$ cat src/rtl/bld_pkg.sv
package bld_pkg;
    localparam int WORD_W    = 16;
    localparam int IMM_W     = 13;
    localparam int HI_W      = 11;
    localparam int DISP_W    = HI_W + IMM_W;
    localparam logic [5:0] LOAD_OPC = 6'b001000;
    localparam logic [2:0] PFX_TAG  = 3'b111;

    typedef struct packed {
        logic [1:0]       cnt;
        logic [IMM_W-1:0] hi;
        logic [IMM_W-1:0] lo;
    } pfx_state_t;

    function automatic logic is_prefix(input logic [WORD_W-1:0] w);
        return w[15:13] == PFX_TAG;
    endfunction

    function automatic logic is_load(input logic [WORD_W-1:0] w);
        return (w[15:10] == LOAD_OPC) && (w[6:3] == 4'b0000);
    endfunction
endpackage

$ cat src/rtl/bld_prefix_track.sv
module bld_prefix_track
    import bld_pkg::*;
(
    input  logic              clk,
    input  logic              rst_n,
    input  logic              in_valid,
    input  logic [WORD_W-1:0] in_word,
    output logic [DISP_W-1:0] disp
);
    pfx_state_t st_d, st_q;
    logic       pfx_w;

    assign pfx_w = is_prefix(in_word);

    always_comb begin
        st_d = st_q;
        if (in_valid) begin
            if (pfx_w) begin
                case (st_q.cnt)
                    2'd0: begin
                        st_d.hi  = in_word[IMM_W-1:0];
                        st_d.cnt = 2'd1;
                    end
                    2'd1: begin
                        st_d.lo  = in_word[IMM_W-1:0];
                        st_d.cnt = 2'd2;
                    end
                    default: begin
                        st_d.hi  = st_q.lo;
                        st_d.lo  = in_word[IMM_W-1:0];
                        st_d.cnt = 2'd2;
                    end
                endcase
            end else begin
                st_d = '0;
            end
        end
    end

    always_ff @(posedge clk or negedge rst_n) begin
        if (!rst_n) st_q <= '0;
        else        st_q <= st_d;
    end

    always_comb begin
        case (st_q.cnt)
            2'd0:    disp = '0;
            2'd1:    disp = {{HI_W{1'b0}}, st_q.hi};
            default: disp = {st_q.hi[HI_W-1:0], st_q.lo};
        endcase
    end

    a_r10_cnt_bounded: assert property (@(posedge clk) disable iff (!rst_n)
        st_q.cnt != 2'd3);
    a_r9_flush_on_other: assert property (@(posedge clk) disable iff (!rst_n)
        (in_valid && !pfx_w) |=> (disp == '0));
    a_r9_hold_when_idle: assert property (@(posedge clk) disable iff (!rst_n)
        !in_valid |=> $stable(disp));
endmodule

$ cat src/rtl/bld_addr_gen.sv
module bld_addr_gen
    import bld_pkg::*;
#(
    parameter int REG_W = 24
) (
    input  logic [REG_W-1:0]  base,
    input  logic [DISP_W-1:0] disp,
    input  logic              use_disp,
    output logic [REG_W-1:0]  addr
);
    logic [REG_W-1:0] disp_x;

    generate
        if (REG_W > DISP_W) begin : g_wide
            assign disp_x = {{(REG_W-DISP_W){1'b0}}, disp};
        end else begin : g_narrow
            assign disp_x = disp[REG_W-1:0];
        end
    endgenerate

    assign addr = base + (use_disp ? disp_x : '0);
endmodule

$ cat src/rtl/bld_wb_stage.sv
module bld_wb_stage #(
    parameter int REG_W  = 24,
    parameter int RIDX_W = 3
) (
    input  logic              clk,
    input  logic              rst_n,
    input  logic              issue,
    input  logic [RIDX_W-1:0] issue_dest,
    input  logic [7:0]        mem_byte,
    output logic              wr_en,
    output logic [RIDX_W-1:0] wr_addr,
    output logic [REG_W-1:0]  wr_data
);
    typedef struct packed {
        logic              vld;
        logic [RIDX_W-1:0] dst;
    } wb_state_t;

    wb_state_t wb_d, wb_q;

    always_comb begin
        wb_d     = wb_q;
        wb_d.vld = issue;
        if (issue) wb_d.dst = issue_dest;
    end

    always_ff @(posedge clk or negedge rst_n) begin
        if (!rst_n) wb_q <= '0;
        else        wb_q <= wb_d;
    end

    assign wr_en   = wb_q.vld;
    assign wr_addr = wb_q.dst;
    assign wr_data = {{(REG_W-16){1'b0}}, {8{mem_byte[7]}}, mem_byte};

    a_r6_upper_zero: assert property (@(posedge clk) disable iff (!rst_n)
        wr_en |-> (wr_data[REG_W-1:16] == '0));
    a_r6_sign_copies: assert property (@(posedge clk) disable iff (!rst_n)
        wr_en |-> (wr_data[15:8] == {8{wr_data[7]}}));
endmodule

$ cat src/rtl/prefix_byte_load.sv
module prefix_byte_load
    import bld_pkg::*;
#(
    parameter int REG_W = 24,
    parameter int NREG  = 8
) (
    input  logic                     clk,
    input  logic                     rst_n,
    input  logic                     instr_valid,
    input  logic [15:0]              instr_word,
    input  logic                     instr_delay_slot,
    output logic [$clog2(NREG)-1:0]  rf_rd_addr,
    input  logic [REG_W-1:0]         rf_rd_data,
    output logic                     rf_wr_en,
    output logic [$clog2(NREG)-1:0]  rf_wr_addr,
    output logic [REG_W-1:0]         rf_wr_data,
    output logic                     mem_rd_en,
    output logic [REG_W-1:0]         mem_addr,
    input  logic [7:0]               mem_rd_data
);
    localparam int RIDX_W = $clog2(NREG);

    logic              ld_hit;
    logic [DISP_W-1:0] disp;
    logic [RIDX_W-1:0] dest_idx;

    assign ld_hit     = instr_valid && is_load(instr_word);
    assign rf_rd_addr = instr_word[RIDX_W-1:0];
    assign dest_idx   = instr_word[7 +: RIDX_W];
    assign mem_rd_en  = ld_hit;

    bld_prefix_track u_pfx (
        .clk      (clk),
        .rst_n    (rst_n),
        .in_valid (instr_valid),
        .in_word  (instr_word),
        .disp     (disp)
    );

    bld_addr_gen #(.REG_W(REG_W)) u_agen (
        .base     (rf_rd_data),
        .disp     (disp),
        .use_disp (!instr_delay_slot),
        .addr     (mem_addr)
    );

    bld_wb_stage #(.REG_W(REG_W), .RIDX_W(RIDX_W)) u_wb (
        .clk        (clk),
        .rst_n      (rst_n),
        .issue      (ld_hit),
        .issue_dest (dest_idx),
        .mem_byte   (mem_rd_data),
        .wr_en      (rf_wr_en),
        .wr_addr    (rf_wr_addr),
        .wr_data    (rf_wr_data)
    );

    a_r7_write_follows_read: assert property (@(posedge clk) disable iff (!rst_n)
        mem_rd_en |=> (rf_wr_en && rf_wr_addr == $past(instr_word[9:7])));
    a_r7_no_stray_write: assert property (@(posedge clk) disable iff (!rst_n)
        !mem_rd_en |=> !rf_wr_en);
    a_r8_delay_slot_plain: assert property (@(posedge clk) disable iff (!rst_n)
        (mem_rd_en && instr_delay_slot) |-> (mem_addr == rf_rd_data));
    a_r9_idle_no_read: assert property (@(posedge clk) disable iff (!rst_n)
        !instr_valid |-> !mem_rd_en);
endmodule

$ cat config.mk
export PLATFORM = sky130hd
export DESIGN_NAME = prefix_byte_load
export DESIGN_NICKNAME = d
export VERILOG_FILES = /design/src/rtl/bld_pkg.sv /design/src/rtl/bld_prefix_track.sv /design/src/rtl/bld_addr_gen.sv /design/src/rtl/bld_wb_stage.sv /design/src/rtl/prefix_byte_load.sv
export SDC_FILE = /design/constraint.sdc
export NUM_CORES = 1
export LEC_CHECK = 0
export CORE_MARGIN = 2
export CORE_UTILIZATION = 30
export DETAILED_ROUTE_END_ITERATION = 10
export DONT_BUFFER_PORTS = 1
export PLACE_DENSITY = 0.49
export SLEW_MARGIN = 20
export SYNTH_ARGS = -nofsm -noshare
export SYNTH_HDL_FRONTEND = slang
export SYNTH_SLANG_ARGS = --single-unit
$ cat constraint.sdc
create_clock -name clk -period 8.4 [get_ports clk]
set_clock_uncertainty 0.2 [all_clocks]
set_input_delay 1.68 -clock clk [delete_from_list [all_inputs] [get_ports clk]]
set_output_delay 1.68 -clock clk [all_outputs]
set_load 0.1 [all_outputs]
**Word-level counts from Yosys, hierarchy flattened**

Index checks and enable logic that the tools add are counted.

- Add/subtract/negate cells: 1
- Eq/ne operators: 5
- Mux-type cells: 6
- Reductions and logical operators: 6

Operators by type and width:

| kind | number |
|---|---|
| one-hot mux 24 bit (2 select lines) | 1 |
| 2-to-1 mux 28 bit | 1 |
| one-hot mux 13 bit (2 select lines) | 1 |
| adder 24 bit | 1 |
| 2-to-1 mux 24 bit | 1 |
| 2-to-1 mux 13 bit | 1 |
| equality test 6 x 4 -> 1 bit (second input constant) | 1 |
| zero test 4 bit | 1 |
| inequality test 2 bit (second input constant) | 2 |
| AND reduction 2 bit | 2 |
| equality test 3 bit (second input constant) | 1 |
| equality test 2 x 1 -> 1 bit (second input constant) | 1 |
| logical AND 1 bit | 2 |
| zero test 2 bit | 1 |
| 2-to-1 mux 2 bit | 1 |

- Bits in registers: 32
- Input port bits: 52
- Output and inout bits: 56

**Longest topological paths before layout**

- Depth after elaboration: 4
- Gate-level depth with buffers: 12
- Gate-level depth less buffers: 11

**Cells and area by module**

Synthesis repeated with hierarchy kept, for this count alone.

- Cell total of the unflattened synthesis: 348
- Area, all modules: 3,245.6 um^2

By module, submodules not included:

| module | times used | cells each | area an instance (um^2) | seq. area each (um^2) |
|---|---|---|---|---|
| bld_prefix_track | 1 | 112 | 1,473.9 | 700.7 |
| bld_addr_gen | 1 | 196 | 1,392.6 | 0.0 |
| bld_wb_stage | 1 | 32 | 317.8 | 100.1 |
| prefix_byte_load | 1 | 8 | 61.3 | 0.0 |

**Least setup slack after synthesis**

No wires, ideal clock.

- Path kind: input to output
- Start point: input instr_delay_slot
- End point: output mem_addr[14]
- Arrival time: 5.868 ns
- Data required time: 6.520 ns
- Path slack: 0.652 ns
- Stages: 10
- Cells stage by stage: nor2b_1 -> clkbuf_1 -> a22o_1 -> ha_1 -> a21o_1 -> a221oi_4 -> o21ai_2 -> a21oi_1 -> nor2_1 -> a311oi_1

- Longest elaborated chain between the ends: 2

RTL lines:

| element | line | RTL |
|---|---|---|
| from (decl) | prefix_byte_load.sv:11 | `input logic instr_delay_slot,` |
| 2-to-1 mux 24 bit | bld_addr_gen.sv:21 | `assign addr = base + (use_disp ? disp_x : '0);` |
| adder 24 bit | bld_addr_gen.sv:21 |  |
| to (decl) | prefix_byte_load.sv:18 | `output logic [REG_W-1:0] mem_addr,` |

Every way passes these cells.

**Final worst setup path**

Same ends and word-level chain as after synthesis.

==> impl_metrics.env <==
export IMPL_p_int_w=0.000240
export IMPL_clk_pin_slew_ps=60
export IMPL_die_x_um=103
export IMPL_grt_max_degree=33
export IMPL_drt_first_pass_iters=4
export IMPL_final_setup_viol_count=0
export IMPL_antenna_found_initial=0
export IMPL_num_rows=36
export IMPL_use_met1_pct=18.2
export IMPL_grt_pass1_vias=2322
export IMPL_layout_drive_gt1_share_pct=21.2
export IMPL_hpwl_um=6290
export IMPL_r2r_start="u_pfx.st_q[27]"
export IMPL_max_freq_ghz=0.156
export IMPL_setup_tns_ps=0
export IMPL_power_frac_comb_pct=30.5
export IMPL_switchingPower_w=0.000149
export IMPL_synth_top_cell_area_share_pct=27.4
export IMPL_required_ps=6520
export IMPL_synth_seq_cells=32
export IMPL_post_cts_resized=0
export IMPL_ys_seq_area_share_pct=27.4
export IMPL_dieArea_um2=10500
export IMPL_finish_net_count=402
export IMPL_use_met2_pct=24.7
export IMPL_fillers=993
export IMPL_worst_hold_path_endpoint="u_pfx.st_q[25]"
export IMPL_netlist_instances=331
export IMPL_clock_sinks=32
export IMPL_status="complete, no violations"
export IMPL_post_cts_buffers=0
export IMPL_regToRegSetupSlack_ps=6210
export IMPL_syn_area_per_cell_um2=8.83
export IMPL_netlist_cell_type_count=52
export IMPL_ant_nets=0
export IMPL_hold_buffers=0
export IMPL_io_pins=108
export IMPL_slowest_delay_ps=580
export IMPL_synthTopCellsByArea="dfrtp_1, ha_1, a22o_1"
export IMPL_start_util_pct=30.5
export IMPL_fin_ws_ps=2000
export IMPL_detail_route_wl_per_cell_um=16.3
export IMPL_clockPowerShare_pct=27.7
export IMPL_synthFlopType="dfrtp_1"
export IMPL_grt_pass1_wl_um=11600
export IMPL_area_growth_pct=12.2
export IMPL_grt_setup_unrepaired="false"
export IMPL_seq_area_um2=801
export IMPL_min_from="u_pfx.st_q[25]"
export IMPL_grt_overflow_total=0
export IMPL_cts_path_max_buffers=2
export IMPL_route_detailed_drc=0
export IMPL_vias=2331
export IMPL_cts_root_buf="clkbuf_8"
export IMPL_globalRoute_busiestLayer="met2"
export IMPL_r2r_end="u_pfx.st_q[0]"
export IMPL_end_kind="output pin"
export IMPL_cap_violations=0
export IMPL_powerDensity_nw_per_um2=118
export IMPL_synth_edf_count=0
export IMPL_ir_drop_mv=0.116
export IMPL_clk_insertion_delay_late_ps=280
export IMPL_cp_arrival_ps=4520
export IMPL_drt_iter0_drc=123
export IMPL_cpMostUsedCell="nor2_1"
export IMPL_switching_share_pct=38.3
export IMPL_die_height_um=103
export IMPL_via_per_inst=5.08
export IMPL_cts_buffers=5
export IMPL_fp_coreArea_um2=9590
export IMPL_wl_um=7500
export IMPL_finalMaxSlewViolations=0
export IMPL_crit_type="input pin to output pin"
export IMPL_crit_slowest_cell="nor2_1"
export IMPL_cts_tree="done"
export IMPL_htreeDepth=2
export IMPL_p_leak_nw=1.53
export IMPL_diodes=0
export IMPL_critical_path_startpoint="instr_delay_slot"
export IMPL_yosysTopAreaCell="dfrtp_1"
export IMPL_hold_violations=0
export IMPL_gp_congestion=0.824
export IMPL_holdPathStages=2
export IMPL_power_frac_seq_pct=41.7
export IMPL_hold_class="flip-flop to flip-flop"
export IMPL_async_flop_share_pct=100
export IMPL_io_buffers=0
export IMPL_crit_path_cell_trace="nor2_1 -> a22o_1 -> ha_1 -> a21o_1 -> a221oi_4 -> o21ai_2 -> a21oi_1 -> nor2_1 -> a311oi_4 -> buf_4"
export IMPL_cp_start_kind="input pin"
export IMPL_path_max_fanout=13
export IMPL_min_period_over_period_pct=76.2
export IMPL_pre_cts_slack_ps=1920
export IMPL_multi_input_area_um2=2040
export IMPL_yosys_warnings=0
export IMPL_synth_cell_area_um2=2920
export IMPL_worst_slew_pin_slew_ps=1180
export IMPL_reg2reg_depth=4
export IMPL_finalCriticalPeriod_ps=6400
export IMPL_grt_util_met3_pct=2.78
export IMPL_grtUsageTotal_pct=14.3
export IMPL_finalPower_w=0.000388
export IMPL_relSlewSlack_pct=21.4
==> how the worst max path moves through the flow <==
| stage | endpoint | slack [ps] | cells past startpoint |
|---|---|---|---|
| final | mem_addr[14] | 2000 | 10 |
| after global routing | mem_addr[14] | 1720 | 10 |
| after CTS | mem_addr[15] | 1920 | 10 |
| after detailed placement | mem_addr[15] | 1920 | 10 |
| after global placement | mem_addr[15] | 1930 | 10 |
| after floorplan | mem_addr[14] | 650 | 10 |
==> kinds of logic (layout without fill, tap and decap cells) <==
| group | count (synthesis) | count (layout) | synth area share, % |
|---|---|---|---|
| flops | 32 | 32 | 27.4 |
| compound gates | 117 | 117 | 30.7 |
| xor+xnor | 22 | 22 | 6.59 |
| other cells | 1 | 8 | 0.128 |
| mux | 3 | 3 | 1.11 |
| fa+ha+maj | 24 | 24 | 10.5 |
| simple gates | 85 | 85 | 13.8 |
| buf+inv | 47 | 35 | 9.76 |
==> power groups by stage <==
stage	Sequential, W	Clock, W	Combinational (W)
6_report	0.000162	0.000108	0.000118
5_1_grt	0.000162	0.000119	0.000125
4_1_cts	0.000162	0.000112	0.000119
3_5_place_dp	0.000165	0	0.000119
3_3_place_gp	0.000165	0	0.000119
2_1_floorplan	0.000164	0	0.000143
==> metrics by stage <==
stage / instances / utilization (%) / area (um^2) / hold WS [ps]
after floorplan: 338 / - / 2950 / 251
after global placement: 452 / 33.4 / 3200 / 265
after detailed placement: 452 / 33.4 / 3200 / 272
after CTS: 459 / 34.2 / 3280 / 287
after global routing: 459 / 34.2 / 3280 / 323
final: 459 / 34.2 / 3280 / 285
==> synthesized netlist by cell type, types with 2 or more instances <==
| library cell | instances |
|---|---|
| o21ai_2 | 2 |
| o21bai_1 | 5 |
| nor2_1 | 13 |
| buf_2 | 6 |
| and3_1 | 4 |
| ha_1 | 23 |
| o21ai_1 | 2 |
| nand2_1 | 36 |
| xor2_1 | 10 |
| a21oi_1 | 12 |
| a211oi_1 | 4 |
| a22o_1 | 26 |
| nor4b_1 | 2 |
| nand4_1 | 3 |
| a22oi_1 | 13 |
| and2_1 | 12 |
| inv_1 | 4 |
| clkbuf_1 | 10 |
| mux2_2 | 2 |
| buf_4 | 27 |
| a31oi_1 | 5 |
| a21o_1 | 8 |
| o21ai_0 | 21 |
| nand2b_1 | 2 |
| xnor2_1 | 12 |
| nand3_1 | 5 |
| nor3_1 | 4 |
| a211oi_2 | 2 |
| nor2b_1 | 2 |
| dfrtp_1 | 32 |
==> area by class of cell <==
cell class,count,share of cell area [%]
multi-input combinational,259,62.2
timing repair buffer,24,5.50
clock inverter,1,0.153
sequential,32,24.4
tap,133,5.08
clock buffer,6,2.21
inverter,4,0.458
==> critical path: cells and delay by family <==
family	cells	cell delay, ps
simple gates	2	700
compound gates	6	1490
buf+inv	1	340
fa+ha+maj	1	300
==> placed cells by master, fill, tap and decap left out, drive strengths merged, types with 2 or more instances in the layout <==
cell and n:
mux2 2, nand2 36, a22oi 13, dfrtp 32, nand3 5, a31oi 5, nor3 4, a21o 9
nor4b 2, ha 23, a22o 26, o21ai 25, nor2b 2, o31a 2, nand2b 2, conb 8
xnor2 12, a21oi 14, nand4 3, and2 12, xor2 10, clkbuf 6, a211oi 6, inv 4
and3 4, o21bai 6, buf 24, nor2 13
==> routing by layer <==
metal  share of wire, %  vias to the layer above
li1                   -                     1163
met1                 42                     1093
met2                 50                       66
met3                7.0                        9
met4               0.89                        0
met5                  0                        -
==> registers in the layout, indices dropped and copies added (netlist names) <==
signal        count
u_pfx.st_q       28
u_wb.wr_addr      3
u_wb.wr_en        1
Note: power is estimated with default switching activity, not from simulation.
